$ cat src/rtl/gate_pkg.sv
package gate_pkg;
  typedef enum logic [1:0] {
    ST_IDLE   = 2'd0,
    ST_DELAY  = 2'd1,
    ST_ACTIVE = 2'd2
  } gate_state_e;
endpackage

$ cat src/rtl/gate_trig_edge.sv
module gate_trig_edge #(
  parameter int N_SRC = 4
) (
  input  logic             clk_i,
  input  logic             rst_ni,
  input  logic [N_SRC-1:0] trig_i,
  input  logic [N_SRC-1:0] mask_i,
  output logic             pulse_o
);
  logic any_now, any_q;

  assign any_now = |(trig_i & mask_i);

  always_ff @(posedge clk_i or negedge rst_ni) begin
    if (!rst_ni) any_q <= 1'b0;
    else         any_q <= any_now;
  end

  assign pulse_o = any_now & ~any_q;
endmodule

$ cat src/rtl/gate_timer.sv
module gate_timer
  import gate_pkg::*;
#(
  parameter int CNT_W = 16
) (
  input  logic             clk_i,
  input  logic             rst_ni,
  input  logic             pulse_i,
  input  logic [CNT_W-1:0] start_i,
  input  logic [CNT_W-1:0] stop_i,
  input  logic             retrig_en_i,
  output logic             active_o,
  output gate_state_e      state_o,
  output logic [CNT_W-1:0] cnt_o,
  output logic [CNT_W-1:0] start_q_o,
  output logic [CNT_W-1:0] stop_q_o,
  output logic             retrig_q_o
);
  gate_state_e      state_q, state_d;
  logic [CNT_W-1:0] cnt_q, cnt_d, cnt_inc;
  logic [CNT_W-1:0] start_q, start_d, stop_q, stop_d;
  logic             retrig_q, retrig_d;

  assign cnt_inc = cnt_q + 1'b1;

  always_comb begin
    state_d  = state_q;
    cnt_d    = cnt_q;
    start_d  = start_q;
    stop_d   = stop_q;
    retrig_d = retrig_q;
    unique case (state_q)
      ST_IDLE: begin
        // empty or inverted window: no pulse, stay idle
        if (pulse_i && (start_i < stop_i)) begin
          start_d  = start_i;
          stop_d   = stop_i;
          retrig_d = retrig_en_i;
          cnt_d    = '0;
          state_d  = (start_i == '0) ? ST_ACTIVE : ST_DELAY;
        end
      end
      ST_DELAY: begin
        if (retrig_q && pulse_i) begin
          cnt_d   = start_q;
          state_d = ST_ACTIVE;
        end else begin
          cnt_d = cnt_inc;
          if (cnt_inc == start_q) state_d = ST_ACTIVE;
        end
      end
      ST_ACTIVE: begin
        if (retrig_q && pulse_i) begin
          cnt_d = start_q;
        end else if (cnt_inc == stop_q) begin
          cnt_d   = '0;
          state_d = ST_IDLE;
        end else begin
          cnt_d = cnt_inc;
        end
      end
      default: begin
        cnt_d   = '0;
        state_d = ST_IDLE;
      end
    endcase
  end

  always_ff @(posedge clk_i or negedge rst_ni) begin
    if (!rst_ni) begin
      state_q  <= ST_IDLE;
      cnt_q    <= '0;
      start_q  <= '0;
      stop_q   <= '0;
      retrig_q <= 1'b0;
    end else begin
      state_q  <= state_d;
      cnt_q    <= cnt_d;
      start_q  <= start_d;
      stop_q   <= stop_d;
      retrig_q <= retrig_d;
    end
  end

  assign active_o   = (state_q == ST_ACTIVE);
  assign state_o    = state_q;
  assign cnt_o      = cnt_q;
  assign start_q_o  = start_q;
  assign stop_q_o   = stop_q;
  assign retrig_q_o = retrig_q;
endmodule

$ cat src/rtl/gate_gen.sv
module gate_gen
  import gate_pkg::*;
#(
  parameter int N_SRC = 4,
  parameter int CNT_W = 16
) (
  input  logic             clk_i,
  input  logic             rst_ni,
  input  logic [N_SRC-1:0] trig_i,
  input  logic [N_SRC-1:0] src_mask_i,
  input  logic [CNT_W-1:0] start_i,
  input  logic [CNT_W-1:0] stop_i,
  input  logic             negate_i,
  input  logic             retrig_en_i,
  output logic             gate_o
);
  logic             trig_pulse;
  logic             gate_active;
  gate_state_e      tmr_state;
  logic [CNT_W-1:0] tmr_cnt, tmr_start, tmr_stop;
  logic             tmr_retrig;

  gate_trig_edge #(.N_SRC(N_SRC)) u_edge (
    .clk_i   (clk_i),
    .rst_ni  (rst_ni),
    .trig_i  (trig_i),
    .mask_i  (src_mask_i),
    .pulse_o (trig_pulse)
  );

  gate_timer #(.CNT_W(CNT_W)) u_timer (
    .clk_i       (clk_i),
    .rst_ni      (rst_ni),
    .pulse_i     (trig_pulse),
    .start_i     (start_i),
    .stop_i      (stop_i),
    .retrig_en_i (retrig_en_i),
    .active_o    (gate_active),
    .state_o     (tmr_state),
    .cnt_o       (tmr_cnt),
    .start_q_o   (tmr_start),
    .stop_q_o    (tmr_stop),
    .retrig_q_o  (tmr_retrig)
  );

  assign gate_o = gate_active ^ negate_i;
endmodule

$ cat config.mk
export PLATFORM = sky130hd
export DESIGN_NAME = gate_gen
export DESIGN_NICKNAME = d
export VERILOG_FILES = /design/src/rtl/gate_pkg.sv /design/src/rtl/gate_trig_edge.sv /design/src/rtl/gate_timer.sv /design/src/rtl/gate_gen.sv
export SDC_FILE = /design/constraint.sdc
export NUM_CORES = 1
export LEC_CHECK = 0
export BUFFER_PORTS_ARGS = -buffer_cell sky130_fd_sc_hd__buf_2
export CAP_MARGIN = 10
export CORE_MARGIN = 1.5
export CORE_UTILIZATION = 60
export DETAILED_ROUTE_END_ITERATION = 8
export PLACE_DENSITY = 0.81
export SKIP_LAST_GASP = 1
export SYNTH_ARGS = -nofsm -noshare
export SYNTH_HDL_FRONTEND = slang
export SYNTH_SLANG_ARGS = --single-unit
$ cat constraint.sdc
create_clock -name clk_i -period 2.89 [get_ports clk_i]
set_input_delay 0.578 -clock clk_i [delete_from_list [all_inputs] [get_ports clk_i]]
set_output_delay 0.578 -clock clk_i [all_outputs]
set_load 0.01 [all_outputs]
==> Word-level counts from Yosys, hierarchy flattened <==
Cells that the tools add are included.
W data, S select, Z words.
{ "word_totals": {"ff_bits": 52, "latchBits": 0, "ramBits": 0, "rom_bits": 0, "inputBits": 44, "output_inout_bits": 1, "mem_count": 0} }
{ "op_classes": {"add_sub_neg": 1, "n_mul": 0, "div_mod_pow": 0, "order_cmp": 1, "eq_ne": 8, "shifts": 0, "mux": 12, "n_bitwise": 4, "n_reduce_logical": 7} }
{ "ops": {"columns": ["operator", "n"], "rows": [
  ["$mux W16", 4],
  ["$pmux W16 S3", 1],
  ["$eq A16 B16 Y1", 2],
  ["$add A16 B1 Y16 const B", 1],
  ["$logic_not A16 Y1", 1],
  ["$lt A16 B16 Y1", 1],
  ["$mux W2", 6],
  ["$pmux W2 S3", 1],
  ["$and A4 B4 Y4", 1],
  ["$ne A2 B1 Y1 const B", 2],
  ["$reduce_and A4 Y1", 1],
  ["$reduce_or A4 Y1", 1],
  ["$ne A3 B1 Y1 const B", 1],
  ["$eq A2 B1 Y1 const B", 1],
  ["$eq A2 B2 Y1 const B", 1],
  ["$logic_and A1 B1 Y1", 2],
  ["$logic_not A2 Y1", 1],
  ["$ne A2 B2 Y1 const B", 1],
  ["$reduce_and A2 Y1", 1],
  ["$and A1 B1 Y1", 1],
  ["$not A1 Y1", 1],
  ["$xor A1 B1 Y1", 1]
]} }

==> Longest topological paths before layout <==
{ "depth": {"depth_word": 6, "mapped_depth": 11} }

==> Modules after synthesis <==
A second synthesis with hierarchy kept.
{ "unflattened": {"hier_cells": 404, "hier_area_um2": 3799.9} }
{ "by_module_without_submodules": {"columns": ["mod", "n_inst", "cells_each", "area_per_inst_um2"], "rows": [
  ["gate_timer", 1, 398, 3732.3],
  ["gate_trig_edge", 1, 5, 58.8],
  ["gate_gen", 1, 1, 8.8]
]} }

==> Worst setup path before layout <==
OpenSTA, ideal clock, no wires.
{ "synth_timing": {"path_type": "input to register", "start": "in stop_i[1]", "end": "reg u_timer.retrig_q, in the netlist u_timer.retrig_q_o", "t_arrival_ns": 2.663, "required_ns": 2.765, "path_slack_ns": 0.103, "cell_stages": 9, "path_buffers": 2, "path_cell_list": "inv_1 -> ha_1 -> a2111oi_0 -> a2111oi_0 -> o31ai_1 -> and3_1 -> clkbuf_1 -> buf_1 -> mux2_2"} }
{ "synth_between": {"elab_chain_cells": 3} }
{ "synth_rtl": {"columns": ["item", "line_no", "source"], "rows": [
  ["start, declared", "gate_gen.sv:12", "input logic [CNT_W-1:0] stop_i,"],
  ["$lt A16 B16 Y1", "gate_timer.sv:35", "if (pulse_i && (start_i < stop_i)) begin"],
  ["$logic_and A1 B1 Y1", "gate_timer.sv:35", null],
  ["$reduce_and A2 Y1 (no line)", null, null],
  ["end signal, assigned", "gate_timer.sv:81", "retrig_q <= retrig_d;"],
  ["end, declared", "gate_timer.sv:22", "logic retrig_q, retrig_d;"]
]} }
No other way between the ends.
A chain may end at the register's enable or synchronous reset.

==> Final worst setup path <==
{ "layout_timing": {"start": "reg u_timer.cnt_q[0], in the netlist u_timer.cnt_o[0]", "end": "reg u_timer.cnt_q[7], in the netlist u_timer.cnt_o[7]"} }
{ "layout_between": {"elab_chain_cells": 5} }
{ "layout_rtl": {"columns": ["item", "line_no", "source"], "rows": [
  ["start, declared", "gate_timer.sv:20", "logic [CNT_W-1:0] cnt_q, cnt_d, cnt_inc;"],
  ["start signal, assigned", "gate_timer.sv:78", "cnt_q <= cnt_d;"],
  ["$add A16 B1 Y16 *", "gate_timer.sv:24", "assign cnt_inc = cnt_q + 1'b1;"],
  ["$eq A16 B16 Y1", "gate_timer.sv:55", "end else if (cnt_inc == stop_q) begin"],
  ["$mux W16", "gate_timer.sv:55", null],
  ["$mux W16", "gate_timer.sv:53", "if (retrig_q && pulse_i) begin"],
  ["$pmux W16 S3 *", "gate_timer.sv:32", "unique case (state_q)"]
]} }
Every way passes the cells marked *; elsewhere a longest branch is shown, timed or not.

==> out/metrics.csv <==
metric,value,unit
Ports,45,
ratio of cells with drive above 1 in the final layout,29.00,%
Crit path required time,3.08,ns
number of synthesized flops with an enable pin,0,
Root Buffer,clkbuf_8,
"critical path fanouts, max",16,
Port Buffers,44,
R2R Path Start,u_timer.cnt_o[0],
post-cts gate resize count,0,
Final Max Slew Viols,0,
largest net degree at the start of global routing,35,
"Setup Fix Bufs, Post-CTS",0,
"most common cell after layout, fill and taps aside",dfrtp_1,
Sink Count,52,
synthesized area,0.004044,sq mm
Routed WL,11590,microns
Die Width,85.10,microns
Synth Area per Inst,9.296,sq um
critical path class,reg -> reg,
# nets final,562,
Slew HR,67.55,%
Critical Path AT,2.96,ns
Die ar.,0.007241,sq mm
Final min period,2.772,ns
f_max,0.3608,GHz
antenna violations before repair,0,
Initial Util,62.97,%
Max-Cap Viols,0,
Hold Buf Count CTS,0,
capture point of the worst reg-to-reg path,u_timer.cnt_o[7],
via count,3882,
Worst setup EP type,flop,
HPWL after DPL,8796,microns
Post-Synth XOR/XNOR Area,9.499,%
worst min path class,in -> async,
DR WL/cell,20.09,microns
M2 GR Usage,54.11,%
Critical-path top delay cell,dfrtp_1,
Hold Fails Final Rpt,0,
"Seq/Total Area, Yosys",32.18,%
M1 GR Usage,46.39,%
Synth Flop Type,dfrtp_1,
Final Skew,0.01391,ns
VDD IR max,0.5112,mV
Area Overhead vs Synth,16.31,%
Tcrit/Tclk final,95.91,%
Reg2Reg Depth,10,
Die H,85.10,microns
Worst path max stage delay,0.42,ns
post-synthesis mux area share,9.901,%
worst-margin pin slew,0.4745,ns
Adder-Cell Fraction of Synth Area,5.879,%
pwr dens,775.9,mW/mm^2
P_leak,2.070,nW
Routed Antenna Nets,0,
final core area utilization,73.23,%
H-tree depth,2,
syn nets,498,
Yosys cell types,66,
setup violators final,0,
gate count after technology mapping,435,
CTS clock-pin slew for the worst setup and hold paths,0.11,ns
Post-Synth Simple-Gate Area,19.18,%
Worst-Skew Late Latency,0.32,ns
most frequent cells in the layout,"dfrtp_1 (50), buf_2 (44), buf_4 (36)",
Clock Path Buffers,2,
ys async rst share,100.0,%
Cell Rows,29,
first-pass GRT wire length,19000,microns
"reg-to-reg slack, setup",0.12,ns
"non-filler cells, final",577,
status,"finished, final reports clean",
CP startpoint kind,flop,
register bit total from synthesis,52,
vias in the first global route,3883,
Synth Area in Compound Gates,16.83,%
drt drc,0,
All-Layer GR Usage,33.56,%
drt initial violations,383,
Pre-antenna DRT Iters,5,
ANT cells,0,
CTS tree,yes,
core area,0.006422,sq mm
cell count after placement,569,
Fill cells,470,
grt peak-use layer,met2,
grt ovf,0,
TritonCTS buffer count,5,
largest family of logic cells by synthesized area,simple AND/OR/NAND/NOR gates,
warnings from Yosys,0,
Via density,6.728,
RePlAce Congestion,0.9955,
worst-path cell chain,ha_1 -> buf_4 -> xor2_1 -> xnor2_1 -> o211ai_1 -> nor4_1 -> nand4_1 -> o221a_2 -> nand2b_2 -> o22ai_1,
met3 usage,4.377,%
## cell usage after synthesis (11+ instances only)
cell type | number | area, sq um
mux2_2 | 32 | 360.4
clkbuf_1 | 11 | 41.29
nor3_1 | 21 | 105.1
dfrtp_1 | 52 | 1301
inv_1 | 34 | 127.6
o22ai_1 | 13 | 81.33
a21oi_1 | 23 | 115.1
nor4_1 | 15 | 93.84
xor2_1 | 11 | 96.34
nand2_1 | 20 | 75.07
a31oi_1 | 13 | 81.33
ha_1 | 19 | 237.7
nand3_1 | 12 | 60.06
o21ai_0 | 11 | 55.05
xnor2_1 | 18 | 157.7
nor2_1 | 11 | 41.29
## power breakdown
group / switching [mW] / internal (mW)
logic: 0.907 / 0.940
registers: 0.352 / 0.999
clock network: 0.273 / 0.178
total: 1.53 / 2.12
## critical path, delay by kind of cell (launching register included)
kind	cells	cell delay [ns]
simple gates	3	0.75
xor+xnor	2	0.46
flops	1	0.42
fa+ha+maj	1	0.24
compound gates	3	0.64
buf+inv	1	0.15
## area by class of cell
type	instances	area (sq um)	share of cell area, %
multi-input cells	322	2531	53.82
flip-flops and latches	52	1304	27.72
clock inverters	2	17.52	0.3724
repair buffers	83	550.5	11.71
well taps	77	96.34	2.048
inverters	35	131.4	2.793
clock buffers	6	72.57	1.543
## layer usage
metal / up-vias / part of all wire, %
li1: 1741 / -
met1: 1869 / 41
met2: 238 / 47
met3: 34 / 8.6
met4: 0 / 3.5
met5: - / 0
## flip-flops by register name (all words and copies together), names as in the netlist
name	flops
u_timer.stop_q_o	16
u_timer.state_o	2
u_timer.start_q_o	16
u_edge.any_q	1
u_timer.retrig_q_o	1
u_timer.cnt_o	16
## through the flow
stage	setup TNS [ns]	power, mW	instance area [sq um]	hold slack [ns]	setup WS [ns]
global placement	0	3.040	4558	0.4823	0.08040
floorplan	0	2.510	4044	0.2824	0.1026
detailed placement	0	3.096	4558	0.5042	0.06202
finish	0	3.649	4703	0.1812	0.1183
CTS	0	3.558	4648	0.1932	0.02716
global route	-0.09930	3.846	4703	0.2099	-0.01494
## worst max-delay path by stage
| stage | startpoint | end | slack, ns | cells after the start |
|---|---|---|---|---|
| floorplan | stop_i[1] | u_timer.retrig_q_o | 0.10 | 9 |
| detailed placement | u_timer.cnt_o[1] | u_timer.cnt_o[14] | 0.06 | 9 |
| global route | u_timer.cnt_o[1] | u_timer.cnt_o[2] | -0.01 | 9 |
| global placement | start_i[1] | u_timer.state_o[1] | 0.08 | 9 |
| CTS | u_timer.cnt_o[1] | u_timer.cnt_o[14] | 0.03 | 9 |
| finish | u_timer.cnt_o[0] | u_timer.cnt_o[7] | 0.12 | 10 |
## logic make-up (layout without fill, tap and decap cells)
family / Yosys count / count (layout)
AND/OR/NAND/NOR: 133 / 133
AO/OA/AOI/OAI: 99 / 99
buffers and inverters: 61 / 126
flip-flops: 52 / 52
multiplexers: 36 / 36
XOR/XNOR: 35 / 35
adder cells (fa/ha/maj): 19 / 19
Note: power is estimated with default switching activity, not from simulation.
